File: config.mk
export PLATFORM = sky130hd
export DESIGN_NAME = tsi_marker_extract
export DESIGN_NICKNAME = d
export VERILOG_FILES = /design/src/rtl/tsi_pkg.sv /design/src/rtl/tsi_assembler.sv /design/src/rtl/tsi_integrator.sv /design/src/rtl/tsi_marker_extract.sv
export SDC_FILE = /design/constraint.sdc
export NUM_CORES = 1
export LEC_CHECK = 0
export ABC_AREA = 1
export BUFFER_PORTS_ARGS = -buffer_cell sky130_fd_sc_hd__buf_2
export CORE_AREA = 3 3 75 77
export CTS_CLUSTER_DIAMETER = 50
export DETAILED_ROUTE_END_ITERATION = 10
export DIE_AREA = 0 0 78 80
export HOLD_SLACK_MARGIN = 0.03
export SYNTH_ARGS = -nofsm -noshare
export SYNTH_HDL_FRONTEND = slang
export SYNTH_SLANG_ARGS = --single-unit
File: constraint.sdc
create_clock -name clk -period 1.71 [get_ports clk]
set_input_delay 0.342 -clock clk [delete_from_list [all_inputs] [get_ports clk]]
set_output_delay 0.342 -clock clk [all_outputs]
set_load 0.03 [all_outputs]
File: src/rtl/tsi_pkg.sv
package tsi_pkg;
    localparam int TSI_W   = 4;
    localparam int FIELD_W = 3;
    localparam int PHASE_W = 2;

    typedef enum logic [1:0] {
        ASM_HUNT  = 2'd0,
        ASM_HAVE0 = 2'd1,
        ASM_HAVE1 = 2'd2,
        ASM_HAVE2 = 2'd3
    } asm_state_t;
endpackage

File: src/rtl/tsi_assembler.sv
module tsi_assembler
    import tsi_pkg::*;
(
    input  logic               clk,
    input  logic               rst_n,
    input  logic               flush,
    input  logic               strobe,
    input  logic [PHASE_W-1:0] phase,
    input  logic               mark,
    output logic               word_valid,
    output logic [TSI_W-1:0]   word
);
    asm_state_t         state_q, state_d;
    logic [PHASE_W-1:0] exp_phase;
    logic               take;
    logic [TSI_W-1:1]   bits_q;

    // expected phase for the current state
    always_comb begin
        exp_phase = 2'b00;
        unique case (state_q)
            ASM_HUNT:  exp_phase = 2'b00;
            ASM_HAVE0: exp_phase = 2'b01;
            ASM_HAVE1: exp_phase = 2'b10;
            ASM_HAVE2: exp_phase = 2'b11;
        endcase
    end

    // next state
    always_comb begin
        state_d = state_q;
        take    = 1'b0;
        if (flush) begin
            state_d = ASM_HUNT;
        end else if (strobe) begin
            if (phase == exp_phase) begin
                take = 1'b1;
                unique case (state_q)
                    ASM_HUNT:  state_d = ASM_HAVE0;
                    ASM_HAVE0: state_d = ASM_HAVE1;
                    ASM_HAVE1: state_d = ASM_HAVE2;
                    ASM_HAVE2: state_d = ASM_HUNT;
                endcase
            end else if (phase == 2'b00) begin
                take    = 1'b1;
                state_d = ASM_HAVE0;
            end else begin
                state_d = ASM_HUNT;
            end
        end
    end

    // state register
    always_ff @(posedge clk or negedge rst_n) begin
        if (!rst_n) state_q <= ASM_HUNT;
        else        state_q <= state_d;
    end

    // serial bits: phase p holds bit (3 - p), MSB first
    always_ff @(posedge clk or negedge rst_n) begin
        if (!rst_n) begin
            bits_q <= '0;
        end else if (take && phase != 2'b11) begin
            bits_q[2'd3 - phase] <= mark;
        end
    end

    // outputs
    always_comb begin
        word_valid = strobe && !flush && (state_q == ASM_HAVE2) && (phase == 2'b11);
        word       = {bits_q, mark};
    end

    AST_BAD_PHASE_HUNTS: assert property (@(posedge clk) disable iff (!rst_n)
        strobe && !flush && phase != exp_phase && phase != 2'b00 |=> state_q == ASM_HUNT);
    AST_ZERO_RESTARTS: assert property (@(posedge clk) disable iff (!rst_n)
        strobe && !flush && phase == 2'b00 |=> state_q == ASM_HAVE0);
endmodule

File: src/rtl/tsi_integrator.sv
module tsi_integrator #(
    parameter int W          = 4,
    parameter int ACCEPT_N   = 5,
    parameter int UNSTABLE_N = 8
) (
    input  logic         clk,
    input  logic         rst_n,
    input  logic         flush,
    input  logic         clear,
    input  logic         unst_en,
    input  logic         smp_valid,
    input  logic [W-1:0] smp,
    output logic [W-1:0] value,
    output logic         chg,
    output logic         unst
);
    localparam int RUN_W   = $clog2(ACCEPT_N + 1);
    localparam int QUIET_W = $clog2(UNSTABLE_N + 1);
    localparam logic [RUN_W-1:0]   RUN_MAX   = RUN_W'(ACCEPT_N);
    localparam logic [QUIET_W-1:0] QUIET_MAX = QUIET_W'(UNSTABLE_N);

    logic [W-1:0]       cand_q, value_q;
    logic [RUN_W-1:0]   run_q, run_nx;
    logic [QUIET_W-1:0] quiet_q, quiet_nx;
    logic               chg_q, unst_q;
    logic               steady, accept;

    always_comb begin
        if (smp != cand_q)        run_nx = RUN_W'(1);
        else if (run_q == RUN_MAX) run_nx = run_q;
        else                       run_nx = run_q + RUN_W'(1);
        steady = (run_nx == RUN_MAX);
        accept = steady && (smp != value_q);
        if (steady)                  quiet_nx = '0;
        else if (quiet_q == QUIET_MAX) quiet_nx = quiet_q;
        else                           quiet_nx = quiet_q + QUIET_W'(1);
    end

    always_ff @(posedge clk or negedge rst_n) begin
        if (!rst_n) begin
            cand_q  <= '0;
            value_q <= '0;
            run_q   <= '0;
            quiet_q <= '0;
        end else if (flush) begin
            cand_q  <= '0;
            value_q <= '0;
            run_q   <= '0;
            quiet_q <= '0;
        end else if (smp_valid) begin
            cand_q  <= smp;
            run_q   <= run_nx;
            quiet_q <= quiet_nx;
            if (accept) value_q <= smp;
        end
    end

    always_ff @(posedge clk or negedge rst_n) begin
        if (!rst_n) begin
            chg_q  <= 1'b0;
            unst_q <= 1'b0;
        end else if (flush) begin
            chg_q  <= 1'b0;
            unst_q <= 1'b0;
        end else begin
            if (smp_valid && accept)                         chg_q <= 1'b1;
            else if (clear)                                  chg_q <= 1'b0;
            if (smp_valid && unst_en && quiet_nx == QUIET_MAX) unst_q <= 1'b1;
            else if (clear)                                  unst_q <= 1'b0;
        end
    end

    assign value = value_q;
    assign chg   = chg_q;
    assign unst  = unst_q;

    AST_ACCEPT_AFTER_RUN: assert property (@(posedge clk) disable iff (!rst_n)
        (value_q != $past(value_q)) && !$past(flush)
        |-> $past(smp_valid) && $past(smp) == value_q && $past(run_q) == RUN_MAX - RUN_W'(1));
    AST_UNST_NEEDS_QUIET: assert property (@(posedge clk) disable iff (!rst_n)
        $rose(unst_q) |-> quiet_q == QUIET_MAX);
    AST_CLEAR_KEEPS_VALUE: assert property (@(posedge clk) disable iff (!rst_n)
        clear && !smp_valid && !flush |=> $stable(value_q));
endmodule

File: src/rtl/tsi_marker_extract.sv
module tsi_marker_extract
    import tsi_pkg::*;
#(
    parameter int ACCEPT_N   = 5,
    parameter int UNSTABLE_N = 8
) (
    input  logic             clk,
    input  logic             rst_n,
    input  logic             ma_valid,
    input  logic [7:0]       ma_byte,
    input  logic             mode_ext,
    input  logic             clr_status,
    output logic [TSI_W-1:0] stored_val,
    output logic             chg_flag,
    output logic             unstable_flag
);
    logic             mode_q, mode_sw;
    logic             live_strobe;
    logic             word_valid;
    logic [TSI_W-1:0] word;
    logic             smp_valid;
    logic [TSI_W-1:0] smp;
    logic             unused_hi;

    assign unused_hi = ^ma_byte[7:3];

    always_ff @(posedge clk or negedge rst_n) begin
        if (!rst_n) mode_q <= 1'b0;
        else        mode_q <= mode_ext;
    end

    always_comb begin
        mode_sw     = (mode_ext != mode_q);
        live_strobe = ma_valid && !mode_sw;
        smp_valid   = mode_ext ? word_valid : live_strobe;
        smp         = mode_ext ? word : {1'b0, ma_byte[FIELD_W-1:0]};
    end

    tsi_assembler u_asm (
        .clk        (clk),
        .rst_n      (rst_n),
        .flush      (mode_sw),
        .strobe     (live_strobe && mode_ext),
        .phase      (ma_byte[2:1]),
        .mark       (ma_byte[0]),
        .word_valid (word_valid),
        .word       (word)
    );

    tsi_integrator #(
        .W          (TSI_W),
        .ACCEPT_N   (ACCEPT_N),
        .UNSTABLE_N (UNSTABLE_N)
    ) u_int (
        .clk       (clk),
        .rst_n     (rst_n),
        .flush     (mode_sw),
        .clear     (clr_status),
        .unst_en   (mode_ext),
        .smp_valid (smp_valid),
        .smp       (smp),
        .value     (stored_val),
        .chg       (chg_flag),
        .unst      (unstable_flag)
    );

    AST_MODE_FLUSH: assert property (@(posedge clk) disable iff (!rst_n)
        $past(mode_sw) |-> stored_val == '0 && !chg_flag && !unstable_flag);
    AST_INT_NARROW: assert property (@(posedge clk) disable iff (!rst_n)
        !mode_q |-> !stored_val[TSI_W-1]);
    AST_INT_NO_UNSTABLE: assert property (@(posedge clk) disable iff (!rst_n)
        !mode_q |-> !unstable_flag);
    AST_CHG_FOLLOWS_WRITE: assert property (@(posedge clk) disable iff (!rst_n)
        (stored_val != $past(stored_val)) && !$past(mode_sw) |-> chg_flag);
endmodule

After elaboration in Yosys (flattened, before gate mapping)
Cells that the tools add are included.
W data, S select, Z words.

storage, ports and cells
  input bits = 13
  output and inout bits = 6
  register bits after elaboration = 23
  word-level logic and storage cells = 80

operators by class
  eq/ne operators = 13
  magnitude comparators = 2
  reductions and logical operators = 20
  add/subtract/negate cells = 3
  muxes and demuxes = 33

operators with widths
  kind                   number
  $mux W4                10
  $pmux W2 S4            2
  $mux W1                12
  $mux W3                4
  $logic_and A1 B1 Y1    11
  $eq A4 B4 Y1 const B   2
  $ne A4 B4 Y1           2
  $eq A2 B2 Y1 const B   3
  $eq A3 B3 Y1 const B   2
  $mux W2                3
  $reduce_bool A2 Y1     3
  $reduce_bool A3 Y1     2
  $add A4 B1 Y4 const B  1
  $logic_not A2 Y1       2
  $add A3 B1 Y3 const B  1
  $bwmux W3              1
  $lt A2 B3 Y1 const B   1
  $demux W1 S2           1
  $eq A2 B1 Y1 const B   1
  $eq A2 B2 Y1           1
  $ge A2 B1 Y1 const B   1
  $ne A2 B2 Y1 const B   1
  $reduce_and A2 Y1      1
  $sub A2 B2 Y2 const A  1
  other kinds (2)        2

Longest topological paths before layout
Gate-level depths: netlist of run 1.

  depth after elaboration = 12
  mapped depth = 14
  depth with buffers taken out = 13

Modules after synthesis
Synthesis of run 1 repeated with hierarchy kept, for this count alone.

unflattened totals
  cell total of the unflattened synthesis = 201
  area, all modules = 1560.2 um2

modules (own cells, without submodules)
  module              sequential area each (um2)  cells each  area an instance (um2)  instances
  tsi_integrator      425.4                       118         1018.5                  1
  tsi_assembler       125.1                       61          419.2                   1
  tsi_marker_extract  25.0                        22          122.6                   1

Worst setup path before layout of run 1
Ideal clock, no wire load.

  kind = flip-flop to flip-flop
  from = reg u_asm.state_q[0]
  to = reg u_asm.bits_q[1] (netlist bit)
  buffers on the path = 0
  arrival time = 1.413 ns
  stages on the path, launching flop included = 10
  path slack = 0.177 ns
  cells stage by stage = dfrtp_1 > inv_1 > ha_1 > o21ai_0 > or2_2 > nand3_1 > nor2_1 > nand2_1 > o21ai_0 > inv_1

between the ends
  longest elaborated chain between the ends = 7
  elaborated cells on any way between the ends = 10

ends and longest elaborated chain
  what                                        RTL line             source
  start: declaration                          tsi_assembler.sv:13  asm_state_t state_q, state_d;
  start signal: assignment                    tsi_assembler.sv:56  else state_q <= state_d;
  $eq A2 B2 Y1, or another cell as far along  tsi_assembler.sv:21  unique case (state_q)
  $pmux W2 S4 *                               tsi_assembler.sv:21
  $eq A2 B2 Y1 *                              tsi_assembler.sv:36  if (phase == exp_phase) begin
  $mux W1 *                                   tsi_assembler.sv:36
  $mux W1 *                                   tsi_assembler.sv:35  end else if (strobe) begin
  $mux W1 *                                   tsi_assembler.sv:33  if (flush) begin
  $logic_and A1 B1 Y1 *                       tsi_assembler.sv:63  end else if (take && phase != 2'b11) begin
  end signal: indexed assignment              tsi_assembler.sv:64  bits_q[2'd3 - phase] <= mark;
  end: declaration                            tsi_assembler.sv:16  logic [TSI_W-1:1] bits_q;

Mark *: on every way between the ends. The rest lies on a longest branch, timed or not.
A chain may end at the register's enable or synchronous reset.

Worst setup path after layout of run 1
  from = reg u_asm.state_q[0]
  to = reg u_asm.state_q[0]

between the ends
  longest elaborated chain between the ends = 6
  elaborated cells on any way between the ends = 10

ends and longest elaborated chain
  what                                        RTL line
  $eq A2 B2 Y1, or another cell as far along  tsi_assembler.sv:21, tsi_assembler.sv:38
  $pmux W2 S4                                 tsi_assembler.sv:21
  $eq A2 B2 Y1                                tsi_assembler.sv:36
  $mux W2 *                                   tsi_assembler.sv:36
  $mux W2 *                                   tsi_assembler.sv:35
  $mux W2 *                                   tsi_assembler.sv:33

Mark *: on every way between the ends. The rest lies on a longest branch, timed or not. The select of a mux whose other input is x is not followed.

==> results of run 1 <==
cell type report:
type                    count  share of cell area
multi-input cells         133               0.462
well taps                  70              0.0494
clock buffers               4              0.0254
repair buffers             21              0.0705
flip-flops and latches     23               0.325
inverters                  31              0.0677
sequential cells by signal, indices dropped and copies added, names as in the netlist:
| signal | cells |
|---|---|
| u_int.cand_q | 4 |
| u_int.quiet_q | 4 |
| u_int.value | 4 |
| u_asm.bits_q | 3 |
| u_int.run_q | 3 |
| u_asm.state_q | 2 |
| mode_q | 1 |
| u_int.chg | 1 |
| u_int.unst | 1 |
cell usage in the layout, fill, tap and decap left out, drive strengths merged:
| cell type | netlist | routed |
|---|---|---|
| ha | 7 | 7 |
| a31oi | 1 | 1 |
| nand3b | 1 | 1 |
| o31ai | 1 | 1 |
| a21oi | 2 | 2 |
| nand2 | 53 | 53 |
| nand3 | 26 | 26 |
| or2 | 2 | 2 |
| o21ai | 16 | 16 |
| buf | 4 | 21 |
| inv | 30 | 30 |
| clkbuf | 0 | 4 |
| nor2 | 11 | 11 |
| o22ai | 3 | 3 |
| clkinv | 1 | 1 |
| xor2 | 5 | 5 |
| xnor2 | 4 | 4 |
| dfrtp | 23 | 23 |
| nand4 | 1 | 1 |
metal layers:
layer  track usage  vias to the layer above
li1              -                      651
met1         0.133                      569
met2         0.184                       15
met3        0.0293                        4
met4        0.0262                        0
met5             0                        -
power by group:
part	total, W	switching, W	internal (W)
logic	0.000275	0.000175	0.000101
registers	0.000604	0.0000275	0.000576
clock network	0.000344	0.000178	0.000167
cell families (layout without fill, tap and decap cells):
family,Yosys count,count (layout),synth area share
compound gates,23,23,0.0821
fa+ha+maj,7,7,0.0586
xor+xnor,9,9,0.0528
buf+inv,35,56,0.101
flops,23,23,0.385
simple gates,94,94,0.320
repair_timing:
action | CTS | global route
gates resized for setup | 1 | 13
endpoints found under the setup margin | 1 | 9
buffers inserted | 0 | 2
cloned | 0 | 0
hold buffers | 0 | 0
pin swaps | 0 | 1
critical path, cell delays in order, from the launching register on:
cell                      delay, ps
sky130_fd_sc_hd__dfrtp_1        390
sky130_fd_sc_hd__inv_2           70
sky130_fd_sc_hd__ha_1           230
sky130_fd_sc_hd__o21ai_2        160
sky130_fd_sc_hd__or2_4          140
sky130_fd_sc_hd__nand3_4         70
sky130_fd_sc_hd__buf_4          150
sky130_fd_sc_hd__o31ai_2        200
sky130_fd_sc_hd__o22ai_2         90
how the worst max path moves through the flow:
stage / from / endpoint / cells past startpoint
5_1_grt: u_asm.state_q[0] / u_asm.state_q[0] / 8
3_3_place_gp: u_asm.state_q[0] / u_asm.bits_q[1] / 9
3_5_place_dp: u_asm.state_q[0] / u_asm.bits_q[1] / 9
4_1_cts: u_asm.state_q[0] / u_asm.state_q[0] / 8
2_1_floorplan: u_asm.state_q[0] / u_asm.bits_q[1] / 9
6_report: u_asm.state_q[0] / u_asm.state_q[0] / 8
through the flow:
step | hold WS, ps | area [sq um] | cells | setup TNS, ps | worst slack (ps)
final | 44.3 | 1770 | 282 | 0 | 97.8
after global routing | 76.4 | 1770 | 282 | -24.5 | -22.2
after CTS | 66.8 | 1710 | 280 | 0 | 6.54
after global placement | 364 | 1660 | 276 | 0 | 34.4
after floorplan | 46.4 | 1490 | 191 | 0 | 177
after detailed placement | 368 | 1660 | 276 | 0 | 13.6
==> flow_metrics.env, run 1 <==
export IMPL_viasPerCell=4.39
export IMPL_finalWirelength_mm=3.02
export IMPL_postSynthRegisterBits=23
export IMPL_final_net_count=233
export IMPL_most_common_cell_in_the_netlist="sky130_fd_sc_hd__nand2_1"
export IMPL_grt_antenna_before_repair=0
export IMPL_die_height_um=80
export IMPL_die_area_sq_um=6240
export IMPL_route_detailed_wl_per_inst_um=10.7
export IMPL_drt_drc_violations_left=0
export IMPL_pin_count_of_the_biggest_net_entering_global_routing=24
export IMPL_max_slew_margin=0.644
export IMPL_globalRouteTotalUtil=0.107
export IMPL_hold_viol=0
export IMPL_initial_util=0.294
export IMPL_asyncSetResetFlopFracSynth=1.00
export IMPL_critPathArrivalTime_ps=1760
export IMPL_wl_met2_mm=1.48
export IMPL_synthesis_area_per_instance_sq_um=7.82
export IMPL_hpwl_mm=2.23
export IMPL_synth_top_area_frac=0.385
export IMPL_report_final_slew_viol_count=0
export IMPL_cp_data_required_time_ps=1860
export IMPL_tightestPinTransition_ps=535
export IMPL_pin_count=19
export IMPL_synth_fp_nets=211
export IMPL_worst_r2r_path_depth=8
export IMPL_fin_total_pwr_w=0.00122
export IMPL_post_route_period_util=0.943
export IMPL_routabilityCongestion=0.786
export IMPL_detail_route_iter0_violations=36
export IMPL_tritoncts="yes"
export IMPL_numPortBuffers=13
export IMPL_synth_top_cells_by_area="sky130_fd_sc_hd__dfrtp_1, sky130_fd_sc_hd__nand2_1, sky130_fd_sc_hd__nand3_1, sky130_fd_sc_hd__inv_1, sky130_fd_sc_hd__ha_1"
export IMPL_grt_overflow=0
export IMPL_post_syn_instances=191
export IMPL_number_of_global_route_vias_before_repair=1198
export IMPL_ys_dominant_reg_cell="sky130_fd_sc_hd__dfrtp_1"
export IMPL_route_antenna_remaining_nets=0
export IMPL_clk_transition_reported_paths_ps=80
export IMPL_max_cap_viols=0
export IMPL_critical_r2r_capture="u_asm.state_q[0]"
export IMPL_clkLatencyLatePin_ps=270
export IMPL_synthToLayoutAreaGrowth_pct=18.8
export IMPL_timing_fmax_mhz=620
export IMPL_placement_rows=26
export IMPL_finalSetupViolations=0
export IMPL_synth_yosys_warnings=0
export IMPL_hold_class="input pin to async pin"
export IMPL_drt_pass1_iterations=4
export IMPL_dr_wl_met3_um=102
export IMPL_cell_pwr_density_nw_per_um2=690
export IMPL_synthDistinctLibCells=29
export IMPL_period_needed_ps=1610
export IMPL_area_sequential_sq_um=577
export IMPL_fp_dieW_um=78
export IMPL_cts_buffers_inserted=3
export IMPL_leakage_nw=0.894
export IMPL_worstSetupStartpointType="flop"
export IMPL_synth_sequential_area_ratio=0.385
export IMPL_vias=1239
export IMPL_max_vdd_ir_drop_uv=416
export IMPL_setup_worst_path_class="flop to flop"
export IMPL_timing_rr_start="u_asm.state_q[0]"
export IMPL_mappedNetlistArea_sq_um=1490
export IMPL_core_area_sq_um=5070
export IMPL_regToRegSetupSlack_ps=100
export IMPL_maximum_fanout_count_along_the_critical_path=3
export IMPL_maxUsedRoutingLayer="met4"
export IMPL_grt_pass1_wl_mm=5.36
export IMPL_synth_area_leader_cell="sky130_fd_sc_hd__dfrtp_1"
export IMPL_wl_met1_mm=1.41
export IMPL_share_of_cells_above_drive_strength_1=0.264
export IMPL_synth_edf_count=0
export IMPL_netlist_top_cells_count="sky130_fd_sc_hd__nand2_1, sky130_fd_sc_hd__inv_1, sky130_fd_sc_hd__nand3_1, sky130_fd_sc_hd__dfrtp_1, sky130_fd_sc_hd__o21ai_0"
export IMPL_diode_insertion_count_for_antenna_repair=0
export IMPL_crit_path_end_kind="flop"
export IMPL_fill_cells=563
export IMPL_layout_core_utilization=0.350
export IMPL_cts_sinks=23
export IMPL_cts_root_buffer_cell="sky130_fd_sc_hd__clkbuf_8"
export IMPL_status="completed"
export IMPL_clock_skew_ps=4.20
export IMPL_multi_input_gate_area_in_the_final_layout_sq_um=820
export IMPL_cts_max_path_buffers=2
export IMPL_clock_tree_htree_level_count=1
Power figures use the tool's default switching activity.
==> inputs of run 2 (changes only) <==
Settings changed: CORE_AREA 3 3 75 77 to 3 3 67 69, DIE_AREA 0 0 78 80 to 0 0 70 72.
==> flow_metrics.env, run 2 (synthesis gave the netlist of run 1 again) <==
export IMPL_power_share_sequential=0.505
export IMPL_combinational_power_share=0.217
export IMPL_max_slew_margin=0.648
export IMPL_cts_max_path_buffers=2
export IMPL_cell_pwr_density_nw_per_um2=702
export IMPL_routabilityCongestion=0.731
export IMPL_share_clk_of_total_power=0.278
export IMPL_grt_setup_unrepaired="true"
export IMPL_cp_data_required_time_ps=1850
export IMPL_route_detailed_wl_per_inst_um=10.9
export IMPL_max_cap_viols=0
export IMPL_numPortBuffers=13
export IMPL_power_switching_fraction=0.302
export IMPL_tritoncts="yes"
export IMPL_number_of_global_route_vias_before_repair=1132
export IMPL_holdBufCountCts=0
export IMPL_timing_fmax_mhz=624
export IMPL_die_area_sq_um=5040
export IMPL_share_of_cells_above_drive_strength_1=0.258
export IMPL_post_route_period_util=0.938
export IMPL_cts_buffers_inserted=3
export IMPL_clock_tree_htree_level_count=1
export IMPL_cts_sinks=23
export IMPL_grt_antenna_before_repair=0
export IMPL_status="completed"
export IMPL_regToRegSetupSlack_ps=110
export IMPL_finalSetupTns_ps=0
export IMPL_post_route_worst_setup_slack_ps=107
export IMPL_pin_count=19
export IMPL_route_antenna_remaining_nets=0
export IMPL_report_final_slew_viol_count=0
export IMPL_maximum_fanout_count_along_the_critical_path=3
export IMPL_minimum_setup_slack_after_placement_ps=38.1
export IMPL_worstSetupStartpointType="flop"
export IMPL_die_height_um=72
export IMPL_max_vdd_ir_drop_uv=507
export IMPL_globalRouteTotalUtil=0.120
export IMPL_power_switching_w=0.000362
export IMPL_critPathArrivalTime_ps=1750
export IMPL_initial_util=0.376
export IMPL_cts_resized_gates=0
export IMPL_hold_viol=0
export IMPL_fin_total_pwr_w=0.00120
export IMPL_drt_pass1_iterations=4
export IMPL_grt_overflow=0
export IMPL_grt_pass1_wl_mm=4.90
export IMPL_crit_path_cell_trace="inv_2, ha_1, o21ai_2, or2_2, nand3_2, buf_4, o31ai_2, o22ai_1"
export IMPL_hold_class="input pin to async pin"
export IMPL_detail_route_iter0_violations=43
export IMPL_crit_path_end_kind="flop"
export IMPL_layout_commonest_cell="sky130_fd_sc_hd__nand2_1"
export IMPL_cts_root_buffer_cell="sky130_fd_sc_hd__clkbuf_8"
export IMPL_clk_transition_reported_paths_ps=80
export IMPL_drt_drc_violations_left=0
export IMPL_fp_dieW_um=70
export IMPL_clkLatencyLatePin_ps=260
export IMPL_placement_rows=23
export IMPL_synthToLayoutAreaGrowth_pct=14.2
export IMPL_crit_path_top_delay_cell="sky130_fd_sc_hd__dfrtp_1"
export IMPL_pin_count_of_the_biggest_net_entering_global_routing=24
export IMPL_instances_no_fill=259
export IMPL_vias=1187
export IMPL_finalWirelength_mm=2.82
export IMPL_finalSetupViolations=0
export IMPL_layout_cells_most_common_list="sky130_fd_sc_hd__nand2_1, sky130_fd_sc_hd__inv_1, sky130_fd_sc_hd__nand3_1"
export IMPL_intPower_w=0.000837
export IMPL_leakage_nw=0.868
export IMPL_period_needed_ps=1600
export IMPL_clock_skew_ps=1.88
export IMPL_cts_setup_buffers=0
export IMPL_final_net_count=230
export IMPL_core_area_sq_um=3970
export IMPL_setup_worst_path_class="flop to flop"
export IMPL_tightestPinTransition_ps=528
export IMPL_diode_insertion_count_for_antenna_repair=0
export IMPL_viasPerCell=4.58
export IMPL_placed_cells=255
export IMPL_slowest_delay_ps=400
export IMPL_hpwl_mm=2.12
export IMPL_worst_hold_slack_ps=50.8
-- run 2: cell count changes in the layout (fill, tap and decap cells not counted), sizes merged --
cell,previous run,this run
buf,21,18
-- run 2: final timing paths --
kind                                       start               end  depth (start not counted)
worst max-delay path            u_asm.state_q[0]  u_asm.state_q[0]                          8
worst min-delay path                       rst_n  u_int.quiet_q[2]                          1
worst max register to register  u_asm.state_q[0]  u_asm.state_q[0]                          8
worst min register to register         u_int.chg         u_int.chg                          2
max in group asynchronous                  rst_n    u_int.run_q[0]                          1
min in group clk                        mode_ext            mode_q                          1
-- run 2: worst max-delay path: cells and delay by family (launching register included) --
kind / cells / cell delay, ps
compound gates: 3 / 440
flops: 1 / 400
simple gates: 2 / 190
buf+inv: 2 / 210
fa+ha+maj: 1 / 230
-- run 2: per-layer routing --
layer	vias to the layer above	part of all wire	track usage
li1	641	-	-
met1	535	0.45	0.144
met2	9	0.52	0.210
met3	2	0.026	0.0360
met4	0	0.0060	0.0319
met5	-	0	0
-- run 2: per-stage QoR --
stage          area (sq um)  utilization
2_1_floorplan          1490            -
3_3_place_gp           1630        0.410
3_5_place_dp           1630        0.410
4_1_cts                1670        0.421
5_1_grt                1710        0.430
6_report               1710        0.430
-- run 2: power groups by stage --
stage / clock network (W) / logic, W / registers [W]
finish: 0.000333 / 0.000260 / 0.000606
global route: 0.000380 / 0.000293 / 0.000611
CTS: 0.000355 / 0.000256 / 0.000605
detailed placement: 0 / 0.000256 / 0.000615
global placement: 0 / 0.000256 / 0.000615
floorplan: 0 / 0.000170 / 0.000628
-- run 2: area by class of cell --
| cell class | count | area, sq um |
|---|---|---|
| fillers | 419 | 2260 |
| multi-input cells | 133 | 800 |
| flip-flops and latches | 23 | 577 |
| inverters | 31 | 120 |
| repair buffers | 18 | 103 |
| well taps | 50 | 62.6 |
| clock buffers | 4 | 45.0 |
==> inputs of run 3 (changes only) <==
Settings changed: SETUP_SLACK_MARGIN set to 0.4.
==> flow_metrics.env, run 3 (synthesis gave the netlist of run 1 again) <==
export IMPL_setup_worst_path_class="flop to flop"
export IMPL_grt_antenna_before_repair=0
export IMPL_regToRegSetupSlack_ps=190
export IMPL_cell_pwr_density_nw_per_um2=640
export IMPL_clock_tree_htree_level_count=1
export IMPL_maximum_fanout_count_along_the_critical_path=3
export IMPL_grt_pass1_wl_mm=5.50
export IMPL_diode_insertion_count_for_antenna_repair=0
export IMPL_route_detailed_wl_per_inst_um=11.6
export IMPL_initial_util=0.376
export IMPL_tightestPinTransition_ps=549
export IMPL_post_route_cell_area_sq_um=1990
export IMPL_placement_rows=23
export IMPL_worstSetupStartpointType="flop"
export IMPL_layout_commonest_cell="sky130_fd_sc_hd__nand2_1"
export IMPL_max_cap_viols=0
export IMPL_share_of_cells_above_drive_strength_1=0.413
export IMPL_cts_sinks=23
export IMPL_layout_cells_most_common_list="sky130_fd_sc_hd__nand2_1, sky130_fd_sc_hd__nand3_1, sky130_fd_sc_hd__dfrtp_1"
export IMPL_globalRouteTotalUtil=0.135
export IMPL_core_area_sq_um=3970
export IMPL_vias=1259
export IMPL_final_net_count=244
export IMPL_max_vdd_ir_drop_uv=380
export IMPL_hpwl_mm=2.25
export IMPL_cts_buffers_inserted=3
export IMPL_critical_r2r_capture="u_asm.bits_q[1]"
export IMPL_detail_route_iter0_violations=56
export IMPL_hold_class="input pin to async pin"
export IMPL_area_sequential_sq_um=579
export IMPL_clock_skew_ps=1.60
export IMPL_fp_dieW_um=70
export IMPL_power_share_sequential=0.478
export IMPL_pin_count=19
export IMPL_fill_cells=374
export IMPL_holdBufCountCts=0
export IMPL_hold_viol=0
export IMPL_clk_transition_reported_paths_ps=80
export IMPL_grt_overflow=0
export IMPL_die_area_sq_um=5040
export IMPL_post_route_period_util=0.889
export IMPL_timing_rr_start="u_asm.state_q[0]"
export IMPL_drt_pass1_iterations=4
export IMPL_timing_fmax_mhz=658
export IMPL_pin_count_of_the_biggest_net_entering_global_routing=24
export IMPL_dpl_cell_area_sq_um=1750
export IMPL_minimum_setup_slack_after_placement_ps=-5.67
export IMPL_tritoncts="yes"
export IMPL_viasPerCell=4.61
export IMPL_max_slew_margin=0.634
export IMPL_crit_path_end_kind="flop"
export IMPL_route_antenna_remaining_nets=0
export IMPL_die_height_um=72
export IMPL_power_switching_w=0.000398
export IMPL_status="completed"
export IMPL_grt_setup_unrepaired="true"
export IMPL_worst_r2r_path_depth=8
export IMPL_multi_input_gate_area_in_the_final_layout_sq_um=941
export IMPL_drt_drc_violations_left=0
export IMPL_numPortBuffers=13
export IMPL_leakage_nw=0.982
export IMPL_combinational_power_share=0.254
export IMPL_post_route_worst_setup_slack_ps=190
export IMPL_share_clk_of_total_power=0.268
export IMPL_synthToLayoutAreaGrowth_pct=32.9
export IMPL_critPathArrivalTime_ps=1680
export IMPL_report_final_slew_viol_count=0
export IMPL_number_of_global_route_vias_before_repair=1302
export IMPL_clkLatencyLatePin_ps=260
export IMPL_period_needed_ps=1520
export IMPL_finalWirelength_mm=3.17
export IMPL_intPower_w=0.000873
export IMPL_cts_root_buffer_cell="sky130_fd_sc_hd__clkbuf_8"
export IMPL_cts_max_path_buffers=2
export IMPL_power_switching_fraction=0.313
export IMPL_cp_data_required_time_ps=1870
export IMPL_routabilityCongestion=0.829
export IMPL_finalSetupViolations=0
==> run 3: metrics by stage <==
step           total power, W  hold slack (ps)  cells   util  TNS, ps
2_1_floorplan        0.000820             46.4    191      -        0
3_3_place_gp         0.000897              361    259  0.441        0
3_5_place_dp         0.000900              364    259  0.441    -11.5
4_1_cts               0.00127             69.8    268  0.475        0
5_1_grt               0.00135             83.3    273  0.500        0
6_report              0.00127             56.2    273  0.500        0
==> run 3: how the worst max path moves through the flow <==
stage                      from               to  slack [ps]
6_report       u_asm.state_q[0]  u_asm.bits_q[1]         190
5_1_grt        u_asm.state_q[1]  u_asm.bits_q[1]         100
4_1_cts          u_int.run_q[0]   u_int.value[3]         210
3_5_place_dp           mode_ext   u_int.value[1]          -6
3_3_place_gp           mode_ext   u_int.value[2]           6
2_1_floorplan          mode_ext   u_int.value[3]         310
==> run 3: layout make-up <==
class / instances / area share
timing repair buffer: 32 / 0.114
multi-input combinational: 133 / 0.474
sequential: 23 / 0.292
tap: 50 / 0.0315
clock buffer: 4 / 0.0227
inverter: 31 / 0.0662
==> run 3: power by group through the flow <==
stage                     clock network (W)  registers [W]  logic [W]
final                              0.000340       0.000607   0.000323
after global routing               0.000374       0.000612   0.000364
after global placement                    0       0.000619   0.000278
after CTS                          0.000359       0.000606   0.000302
after floorplan                           0       0.000632   0.000189
after detailed placement                  0       0.000619   0.000281
==> run 3: routing by layer <==
metal / vias up / wire (um) / track usage
met4: 0 / 43 / 0.0447
met3: 6 / 57 / 0.0194
li1: 667 / - / -
met1: 576 / 1560 / 0.174
met2: 10 / 1510 / 0.234
met5: - / 0 / 0
==> run 3: critical path: stages, from the launching register on <==
cell and delay (ps):
sky130_fd_sc_hd__dfrtp_2 460, sky130_fd_sc_hd__ha_4 180, sky130_fd_sc_hd__o21ai_2 140, sky130_fd_sc_hd__or2_4 140, sky130_fd_sc_hd__nand3_4 80, sky130_fd_sc_hd__nor2_4 170, sky130_fd_sc_hd__nand2_2 80, sky130_fd_sc_hd__o21ai_1 110
sky130_fd_sc_hd__inv_1 50
==> run 3: repair_timing <==
item                                    4_1_cts  5_1_grt
setup buffers                                 5        5
endpoints found under the setup margin       20       21
resized for setup                            14       20
pin swaps                                     9       10
